## config.mk

```make
export PLATFORM = sky130hd
export DESIGN_NAME = acq_sequencer
export DESIGN_NICKNAME = d
export VERILOG_FILES = /design/src/rtl/acq_pkg.sv /design/src/rtl/acq_delay_timer.sv /design/src/rtl/acq_wptr.sv /design/src/rtl/acq_trig_tap.sv /design/src/rtl/acq_sequencer.sv
export SDC_FILE = /design/constraint.sdc
export NUM_CORES = 1
export LEC_CHECK = 0
export BUFFER_PORTS_ARGS = -buffer_cell sky130_fd_sc_hd__buf_2
export CELL_PAD_IN_SITES_DETAIL_PLACEMENT = 1
export CELL_PAD_IN_SITES_GLOBAL_PLACEMENT = 2
export CORE_MARGIN = 4
export CORE_UTILIZATION = 34
export DETAILED_ROUTE_END_ITERATION = 16
export PLACE_DENSITY_LB_ADDON = 0.1
export SYNTH_ARGS = -nofsm -noshare
export SYNTH_HDL_FRONTEND = slang
export SYNTH_SLANG_ARGS = --single-unit
```

## constraint.sdc

```tcl
create_clock -name clk -period 2.6 [get_ports clk]
set_input_delay 0.26 -clock clk [delete_from_list [all_inputs] [get_ports clk]]
set_output_delay 0.26 -clock clk [all_outputs]
set_load 0.01 [all_outputs]
```

## src/rtl/acq_pkg.sv

```systemverilog
package acq_pkg;

    typedef enum logic [1:0] {
        ST_WRITE   = 2'd0,
        ST_DELAY   = 2'd1,
        ST_CONVERT = 2'd2,
        ST_READY   = 2'd3
    } acq_state_e;

endpackage

```

## src/rtl/acq_delay_timer.sv

```systemverilog
module acq_delay_timer #(
    parameter int DLY_W = 8
) (
    input  logic             clk,
    input  logic             rst_n,
    input  logic             load_i,
    input  logic [DLY_W-1:0] val_i,
    input  logic             run_i,
    output logic             expired_o
);
    logic [DLY_W-1:0] cnt_q;
    logic             arm_q;

    always_ff @(posedge clk or negedge rst_n) begin
        if (!rst_n) begin
            cnt_q <= '0;
        end else if (load_i) begin
            cnt_q <= val_i;
        end else if (run_i && cnt_q != '0) begin
            cnt_q <= cnt_q - 1'b1;
        end
    end

    assign expired_o = run_i && (cnt_q == '0);

    always_ff @(posedge clk or negedge rst_n) begin
        if (!rst_n) arm_q <= 1'b0;
        else        arm_q <= 1'b1;
    end


    cnt_step_chk: assert property (@(posedge clk) disable iff (!rst_n)
        (arm_q && $past(run_i) && !$past(load_i) && $past(cnt_q) != '0)
            |-> (cnt_q == $past(cnt_q) - 1'b1));

endmodule

```

## src/rtl/acq_wptr.sv

```systemverilog
module acq_wptr #(
    parameter int PTR_W = 8
) (
    input  logic             clk,
    input  logic             rst_n,
    input  logic             adv_i,
    input  logic             cap_i,
    output logic [PTR_W-1:0] stop_ptr_o
);
    logic [PTR_W-1:0] wr_ptr_q;
    logic [PTR_W-1:0] wr_ptr_nxt;
    logic             arm_q;

    assign wr_ptr_nxt = wr_ptr_q + PTR_W'(adv_i);

    always_ff @(posedge clk or negedge rst_n) begin
        if (!rst_n) begin
            wr_ptr_q   <= '0;
            stop_ptr_o <= '0;
        end else begin
            wr_ptr_q <= wr_ptr_nxt;
            if (cap_i) stop_ptr_o <= wr_ptr_nxt;
        end
    end

    always_ff @(posedge clk or negedge rst_n) begin
        if (!rst_n) arm_q <= 1'b0;
        else        arm_q <= 1'b1;
    end


    ptr_idle_chk: assert property (@(posedge clk) disable iff (!rst_n)
        (arm_q && !$past(adv_i)) |-> $stable(wr_ptr_q));


    stop_hold_chk: assert property (@(posedge clk) disable iff (!rst_n)
        (arm_q && !$past(cap_i)) |-> $stable(stop_ptr_o));

endmodule

```

## src/rtl/acq_trig_tap.sv

```systemverilog
module acq_trig_tap #(
    parameter int NUM_CH = 4
) (
    input  logic              clk,
    input  logic              rst_n,
    input  logic [NUM_CH-1:0] hit_i,
    output logic [NUM_CH-1:0] hit_q_o
);
    for (genvar ch = 0; ch < NUM_CH; ch++) begin : g_ch
        always_ff @(posedge clk or negedge rst_n) begin
            if (!rst_n) hit_q_o[ch] <= 1'b0;
            else        hit_q_o[ch] <= hit_i[ch];
        end
    end
endmodule

```

## src/rtl/acq_sequencer.sv

```systemverilog
module acq_sequencer
    import acq_pkg::*;
#(
    parameter int NUM_CH = 4,
    parameter int DLY_W  = 8,
    parameter int PTR_W  = 8
) (
    input  logic              clk,
    input  logic              rst_n,
    input  logic [NUM_CH-1:0] disc_i,
    input  logic              ext_trig_i,
    input  logic              ext_mode_i,
    input  logic [DLY_W-1:0]  delay_cfg_i,
    input  logic              conv_done_i,
    input  logic              rearm_i,
    output logic              sample_en_o,
    output logic [NUM_CH-1:0] trig_out_o,
    output logic              trig_dly_o,
    output logic              conv_start_o,
    output logic              data_ready_o,
    output logic [PTR_W-1:0]  stop_ptr_o
);
    acq_state_e state_q, state_d;
    logic       self_hit, ext_hold;
    logic       dly_load, dly_run, dly_expired;
    logic       stop_now;
    logic       arm_q;

    assign self_hit = !ext_mode_i && (|disc_i);
    assign ext_hold = ext_mode_i && !ext_trig_i;
    assign dly_load = (state_q == ST_WRITE) && self_hit;
    assign dly_run  = (state_q == ST_DELAY);
    assign stop_now = ((state_q == ST_WRITE) && ext_hold) ||
                      ((state_q == ST_DELAY) && dly_expired);

    acq_delay_timer #(.DLY_W(DLY_W)) u_timer (
        .clk       (clk),
        .rst_n     (rst_n),
        .load_i    (dly_load),
        .val_i     (delay_cfg_i),
        .run_i     (dly_run),
        .expired_o (dly_expired)
    );

    acq_wptr #(.PTR_W(PTR_W)) u_wptr (
        .clk        (clk),
        .rst_n      (rst_n),
        .adv_i      (sample_en_o),
        .cap_i      (stop_now),
        .stop_ptr_o (stop_ptr_o)
    );

    acq_trig_tap #(.NUM_CH(NUM_CH)) u_tap (
        .clk     (clk),
        .rst_n   (rst_n),
        .hit_i   (disc_i),
        .hit_q_o (trig_out_o)
    );

    // next-state logic
    always_comb begin
        state_d = state_q;
        unique case (state_q)
            ST_WRITE: begin
                if (self_hit)      state_d = ST_DELAY;
                else if (ext_hold) state_d = ST_CONVERT;
            end
            ST_DELAY:   if (dly_expired) state_d = ST_CONVERT;
            ST_CONVERT: if (conv_done_i) state_d = ST_READY;
            ST_READY:   if (rearm_i)     state_d = ST_WRITE;
        endcase
    end

    // state register
    always_ff @(posedge clk or negedge rst_n) begin
        if (!rst_n) state_q <= ST_WRITE;
        else        state_q <= state_d;
    end

    // outputs
    always_ff @(posedge clk or negedge rst_n) begin
        if (!rst_n) begin
            conv_start_o <= 1'b0;
            trig_dly_o   <= 1'b0;
        end else begin
            conv_start_o <= stop_now;
            trig_dly_o   <= dly_run && dly_expired;
        end
    end

    always_comb begin
        sample_en_o  = 1'b0;
        data_ready_o = 1'b0;
        unique case (state_q)
            ST_WRITE:   sample_en_o  = ext_mode_i ? ext_trig_i : 1'b1;
            ST_DELAY:   sample_en_o  = 1'b1;
            ST_CONVERT: sample_en_o  = 1'b0;
            ST_READY:   data_ready_o = 1'b1;
        endcase
    end

    always_ff @(posedge clk or negedge rst_n) begin
        if (!rst_n) arm_q <= 1'b0;
        else        arm_q <= 1'b1;
    end


    frozen_hold_chk: assert property (@(posedge clk) disable iff (!rst_n)
        (state_q == ST_CONVERT || state_q == ST_READY) |-> !sample_en_o);


    conv_pulse_chk: assert property (@(posedge clk) disable iff (!rst_n)
        conv_start_o |=> !conv_start_o);


    dly_source_chk: assert property (@(posedge clk) disable iff (!rst_n)
        (arm_q && trig_dly_o) |-> ($past(state_q) == ST_DELAY && conv_start_o));


    ready_stay_chk: assert property (@(posedge clk) disable iff (!rst_n)
        (state_q == ST_READY && !rearm_i) |=> data_ready_o);

endmodule

```

[After elaboration in Yosys (flattened, before gate mapping)]
Cells that the tools add are included.
Operators by class
  mux-type cells: 11
  reductions and logical operators: 16
  add/sub/neg operators: 2
  eq/ne operators: 7
Operator list (number)
  $mux W8: 2
  $mux W2: 5
  $add A8 B1 Y8: 1
  $logic_not A8 Y1: 1
  $pmux W2 S4: 1
  $reduce_bool A8 Y1: 1
  $sub A8 B1 Y8 const B: 1
  $logic_and A1 B1 Y1: 7
  $eq A2 B2 Y1 const B: 2
  $ne A2 B2 Y1 const B: 2
  $reduce_and A4 Y1: 1
  $reduce_or A4 Y1: 1
  $ne A3 B3 Y1 const B: 1
  $eq A2 B1 Y1 const B: 1
  $logic_not A1 Y1: 2
  $logic_not A2 Y1: 1
  $mux W1: 2
  $ne A2 B1 Y1 const B: 1
  $pmux W1 S2: 1
  $reduce_bool A2 Y1: 1
  $logic_or A1 B1 Y1: 1
Storage, ports and cells
  bits of input ports: 18
  output and inout port bits: 16
  flip-flop bits (word level): 32

[Longest topological paths before layout]
  word-level depth: 5
  mapped depth: 10

[By module]
A second synthesis with hierarchy kept.
Unflattened totals
  cell total of the unflattened synthesis: 138
  area total of the unflattened synthesis: 1541.5 sq um
Modules (own cells, without submodules)
  acq_wptr: sequential area each 400.4 sq um, cells each 48, area an instance 626.9 sq um, times used 1
  acq_delay_timer: sequential area each 200.2 sq um, cells each 56, area an instance 550.5 sq um, times used 1
  acq_sequencer: sequential area each 100.1 sq um, cells each 30, area an instance 264.0 sq um, times used 1
  acq_trig_tap: sequential area each 100.1 sq um, cells each 4, area an instance 100.1 sq um, times used 1

[Worst setup path after synthesis]
OpenSTA, ideal clock, no wires.
  path type: flip-flop to flip-flop
  from: register state_q[1]
  to: register u_wptr.stop_ptr_o[6]
  slack: 407 ps
  clock period less this slack: 2193 ps
  path buffers: 1
  arrival: 2068 ps
  data required time: 2475 ps
  stages on the path, launching flop included: 11
  cell sequence: dfrtp_1 inv_1 ha_1 clkbuf_1 a21o_1 ha_1 ha_1 and3_1 nand3_1 xnor2_1 mux2_2
RTL lines
  from (decl): line acq_sequencer.sv:23  | acq_state_e state_q, state_d;
  from (signal assigned): line acq_sequencer.sv:77  | else state_q <= state_d;
  $eq A2 B1 Y1 or $logic_not A2 Y1 (tied branches): line acq_sequencer.sv:94  | unique case (state_q)
  $pmux W1 S2 (*): line acq_sequencer.sv:94
  via sample_en_o: line acq_sequencer.sv:16  | output logic sample_en_o,
  $add A8 B1 Y8 (*): line acq_wptr.sv:14  | assign wr_ptr_nxt = wr_ptr_q + PTR_W'(adv_i);
  via u_wptr.wr_ptr_nxt[6]: line acq_wptr.sv:11  | logic [PTR_W-1:0] wr_ptr_nxt;
  to (signal assigned): line acq_wptr.sv:22  | if (cap_i) stop_ptr_o <= wr_ptr_nxt;
  to (decl): line acq_wptr.sv:8  | output logic [PTR_W-1:0] stop_ptr_o
The timed path passes the listed nets; every way through them passes the cells marked *.
A chain may end at the register's enable or synchronous reset.

[Worst setup path after layout]
  from: register state_q[1]
  to: register u_wptr.stop_ptr_o[6]
RTL lines (line)
  $eq A2 B1 Y1 or $logic_not A2 Y1 (tied branches): acq_sequencer.sv:94
  $pmux W1 S2 (*): acq_sequencer.sv:94
  $add A8 B1 Y8 (*): acq_wptr.sv:14
  via u_wptr.wr_ptr_nxt[6]: acq_wptr.sv:11
Marks and branches as above.

==> metrics.txt <==
# TYPE chip_impl_metric gauge
chip_impl_metric{name="gr-total-overflow",unit=""} 0
chip_impl_info{name="grt_setup_unrepaired",value="no"} 1
chip_impl_info{name="setup.worst_path.class",value="reg -> reg"} 1
chip_impl_metric{name="post_cts_buffers",unit=""} 0
chip_impl_metric{name="slowest_delay",unit="ns"} 0.40
chip_impl_info{name="worstHoldPathType",value="in -> async"} 1
chip_impl_metric{name="routabilityCongestion",unit=""} 0.680
chip_impl_metric{name="dr_pass1_iterations",unit=""} 2
chip_impl_metric{name="worst_slew_margin_rel",unit=""} 0.531
chip_impl_metric{name="setup_viol",unit=""} 0
chip_impl_info{name="dominant_combinational_cell_family_by_area_after_synthesis",value="compound AO/OA/AOI/OAI gates"} 1
chip_impl_metric{name="h-tree-depth",unit=""} 2
chip_impl_metric{name="routed_via_density",unit=""} 4.97
chip_impl_metric{name="grt_first_pass_wirelength",unit="um"} 5110
chip_impl_metric{name="die_w",unit="um"} 74.3
chip_impl_info{name="status",value="complete, no violations"} 1
chip_impl_metric{name="regToRegSetupSlack",unit="ns"} 0.35
chip_impl_metric{name="globalRouteTotalUtil",unit=""} 0.124
chip_impl_metric{name="holdBufCountCts",unit=""} 0
chip_impl_metric{name="final.fill_count",unit=""} 464
chip_impl_info{name="synth_area_leader_cell",value="sky130_fd_sc_hd__dfrtp_1"} 1
chip_impl_metric{name="nNetsFinal",unit=""} 189
chip_impl_metric{name="antenna_cells_inserted",unit=""} 0
chip_impl_info{name="cp-start-kind",value="register"} 1
chip_impl_metric{name="synth.avg_cell_area",unit="um2"} 11.9
chip_impl_metric{name="finalCriticalPeriod",unit="ns"} 2.25
chip_impl_metric{name="synth_edf_count",unit=""} 0
chip_impl_metric{name="die_y",unit="um"} 74.3
chip_impl_metric{name="syn_area",unit="um2"} 1500
chip_impl_metric{name="post_synth_num_cell_types",unit=""} 35
chip_impl_metric{name="synth_simple_gate_area_share",unit=""} 0.0979
chip_impl_metric{name="final_area",unit="um2"} 1820
chip_impl_metric{name="worstPathMaxFanout",unit=""} 10
chip_impl_metric{name="power.density",unit="nW/um2"} 1070
chip_impl_metric{name="clkTransAtPathRegs",unit="ns"} 0.07
chip_impl_metric{name="required",unit="ns"} 2.77
chip_impl_metric{name="tightestPinTransition",unit="ns"} 0.704
chip_impl_metric{name="yosys.area.top_type_share",unit=""} 0.536
chip_impl_metric{name="placedInstanceArea",unit="um2"} 1710
chip_impl_metric{name="synth.mux.area_fraction",unit=""} 0.0887
chip_impl_metric{name="synth_area_in_adders",unit=""} 0.0669
chip_impl_metric{name="critPathArrivalTime",unit="ns"} 2.42
chip_impl_metric{name="finalWorstSetupSlack",unit="ns"} 0.349
chip_impl_metric{name="avgRoutedWirePerCell",unit="um"} 14.2
chip_impl_info{name="crit_path_end_kind",value="register"} 1
chip_impl_info{name="most_frequently_used_flop_master_after_synthesis",value="sky130_fd_sc_hd__dfrtp_1"} 1
chip_impl_metric{name="synth-seq-area-share",unit=""} 0.536
chip_impl_metric{name="synthArstFlopShare",unit=""} 1.00
chip_impl_metric{name="numPortBuffers",unit=""} 33
chip_impl_metric{name="dp_hpwl",unit="um"} 2360
chip_impl_metric{name="critical_path_buf_inv_count",unit=""} 1
chip_impl_metric{name="synth-seq-cells",unit=""} 32
chip_impl_metric{name="area_of_the_die",unit="um2"} 5520
chip_impl_metric{name="grt_pass1_vias",unit=""} 1121
chip_impl_metric{name="timing_max_transition_violations_final",unit=""} 0
chip_impl_info{name="crit_path_frequent_cell",value="sky130_fd_sc_hd__ha_1"} 1
chip_impl_metric{name="worstSkewPairLatency",unit="ns"} 0.28
chip_impl_metric{name="yosys_warnings",unit=""} 0
chip_impl_info{name="critical_path.cell_chain",value="inv_1, ha_1, a21o_1, ha_1, ha_1, and3_1, nand3_1, xnor2_1, mux2_2"} 1
chip_impl_info{name="top_family_by_delay_on_critical_path",value="adder cells"} 1
chip_impl_metric{name="detailedRoute.firstIterationViolations",unit=""} 14
chip_impl_metric{name="synthXorXnorAreaFrac",unit=""} 0.0703
chip_impl_metric{name="clock_path_buffers",unit=""} 2
chip_impl_metric{name="final.setup.tns",unit="ns"} 0
chip_impl_metric{name="pre_cts_slack",unit="ns"} 0.341
chip_impl_metric{name="signed_area_change_from_the_synthesized_netlist_to_the_final_layout",unit="%"} 21.8
chip_impl_metric{name="antenna_found_initial",unit=""} 0
chip_impl_metric{name="synth_compound_gate_area_share",unit=""} 0.107
chip_impl_info{name="synth.area.top_cells",value="sky130_fd_sc_hd__dfrtp_1 (54%), sky130_fd_sc_hd__mux2_2 (6.8%), sky130_fd_sc_hd__ha_1 (6.7%)"} 1
chip_impl_metric{name="via_count",unit=""} 1064
chip_impl_info{name="cts_root_buf",value="sky130_fd_sc_hd__clkbuf_8"} 1
chip_impl_metric{name="netlist_instances",unit=""} 126
chip_impl_metric{name="row_count",unit=""} 23
chip_impl_metric{name="p_leak",unit="nW"} 0.887
chip_impl_metric{name="number_of_top_level_design_ports",unit=""} 34
chip_impl_metric{name="ant_nets",unit=""} 0
chip_impl_metric{name="numClockSinks",unit=""} 32
chip_impl_metric{name="drive_gt1_frac",unit=""} 0.329
chip_impl_metric{name="period_share",unit=""} 0.866
chip_impl_metric{name="maximum_number_of_pins_on_one_net_before_global_route_repair",unit=""} 33
chip_impl_metric{name="syn_nets",unit=""} 152
chip_impl_metric{name="timing_hold_violations_final",unit=""} 0
chip_impl_info{name="cell_with_the_biggest_individual_delay_on_the_critical_path",value="sky130_fd_sc_hd__dfrtp_1"} 1
chip_impl_metric{name="initial_core_utilization",unit=""} 0.363
chip_impl_metric{name="cts_made_buffers",unit=""} 5
chip_impl_info{name="cts_tree",value="done"} 1
chip_impl_metric{name="multiInputGateArea",unit="um2"} 644
chip_impl_metric{name="ir_worst_vdd",unit="V"} 0.000364
chip_impl_metric{name="fmax",unit="MHz"} 444
chip_impl_metric{name="cts_repair_resize_count",unit=""} 0
chip_impl_metric{name="finalPower",unit="mW"} 1.95
chip_impl_metric{name="max-cap-violations",unit=""} 0
chip_impl_metric{name="sequential_cell_area",unit="um2"} 801
chip_impl_metric{name="fin_clk_skew",unit="ns"} 0.00572
chip_impl_metric{name="core-area",unit="um2"} 4120
chip_impl_metric{name="total_routed_wirelength",unit="um"} 3040
chip_impl_metric{name="drc",unit=""} 0
chip_impl_metric{name="hold_slack",unit="ns"} 0.0293
[path summary, 6_finish.rpt]
path,depth (start not counted),end,startpoint
setup / recovery,9,u_wptr.stop_ptr_o[6]$_DFFE_PN0P_,state_q[1]$_DFFE_PN0P_
hold / removal,1,u_wptr.wr_ptr_q[6]$_DFF_PN0_,rst_n
setup reg to reg,9,u_wptr.stop_ptr_o[6]$_DFFE_PN0P_,state_q[1]$_DFFE_PN0P_
hold reg to reg,1,u_wptr.wr_ptr_q[7]$_DFF_PN0_,u_wptr.wr_ptr_q[7]$_DFF_PN0_
max in group asynchronous,1,trig_dly_o$_DFF_PN0_,rst_n
min in group clk,1,u_tap.hit_q_o[2]$_DFF_PN0_,disc_i[2]
[where the power goes]
group / internal, mW / switching [mW] / leakage, nW
clock network: 0.284 / 0.172 / 0.0552
registers: 0.673 / 0.131 / 0.392
logic: 0.330 / 0.364 / 0.440
[synth_stat cells (3+ instances only)]
| cell type | number |
|---|---|
| sky130_fd_sc_hd__a21oi_1 | 6 |
| sky130_fd_sc_hd__clkbuf_1 | 3 |
| sky130_fd_sc_hd__dfrtp_1 | 32 |
| sky130_fd_sc_hd__ha_1 | 8 |
| sky130_fd_sc_hd__inv_1 | 9 |
| sky130_fd_sc_hd__mux2_2 | 9 |
| sky130_fd_sc_hd__nand2_1 | 3 |
| sky130_fd_sc_hd__nand3_1 | 3 |
| sky130_fd_sc_hd__nor2_1 | 10 |
| sky130_fd_sc_hd__o21ai_0 | 3 |
| sky130_fd_sc_hd__xnor2_1 | 5 |
| sky130_fd_sc_hd__xor2_1 | 7 |
[flip-flops by register name, summed over array words and instances, names as in the netlist]
name / cells
conv_start_o: 1
state_q: 2
trig_dly_o: 1
u_tap.hit_q_o: 4
u_timer.cnt_q: 8
u_wptr.stop_ptr_o: 8
u_wptr.wr_ptr_q: 8
[stage by stage]
stage	instances	util
floorplan	126	-
CTS	214	0.443
global route	214	0.443
finish	214	0.443
global placement	206	0.417
detailed placement	206	0.417
[placed cells by master, fill, tap and decap left out, drive strengths merged, types with 2 or more instances in the layout]
cell type,count
xnor2,5
or4,2
buf,34
a21oi,6
dfrtp,32
o21a,2
ha,8
mux2i,2
xor2,7
inv,9
nand2,3
nor2,10
o2111ai,2
o211ai,2
nand3,3
nand4,2
mux2,10
clkbuf,6
o21ai,3
[per-layer routing]
layer  vias up  track usage  routed length [um]
met2        27        0.208                1460
met3         4       0.0419                 212
met4         0       0.0534                  36
met1       520        0.146                1330
met5         -            0                   0
li1        513            -                   -
[cell families after synthesis]
| family | after synthesis |
|---|---|
| simple gates | 28 |
| compound gates | 21 |
| mux | 12 |
| xor+xnor | 12 |
| buf+inv | 13 |
| fa+ha+maj | 8 |
| flops | 32 |
[final cells by class]
cell class	count	area share
well taps	50	0.0343
inverters	9	0.0185
multi-input cells	81	0.354
flip-flops and latches	32	0.440
clock inverters	2	0.0192
clock buffers	6	0.0398
repair buffers	34	0.0948
Power figures use the tool's default switching activity.
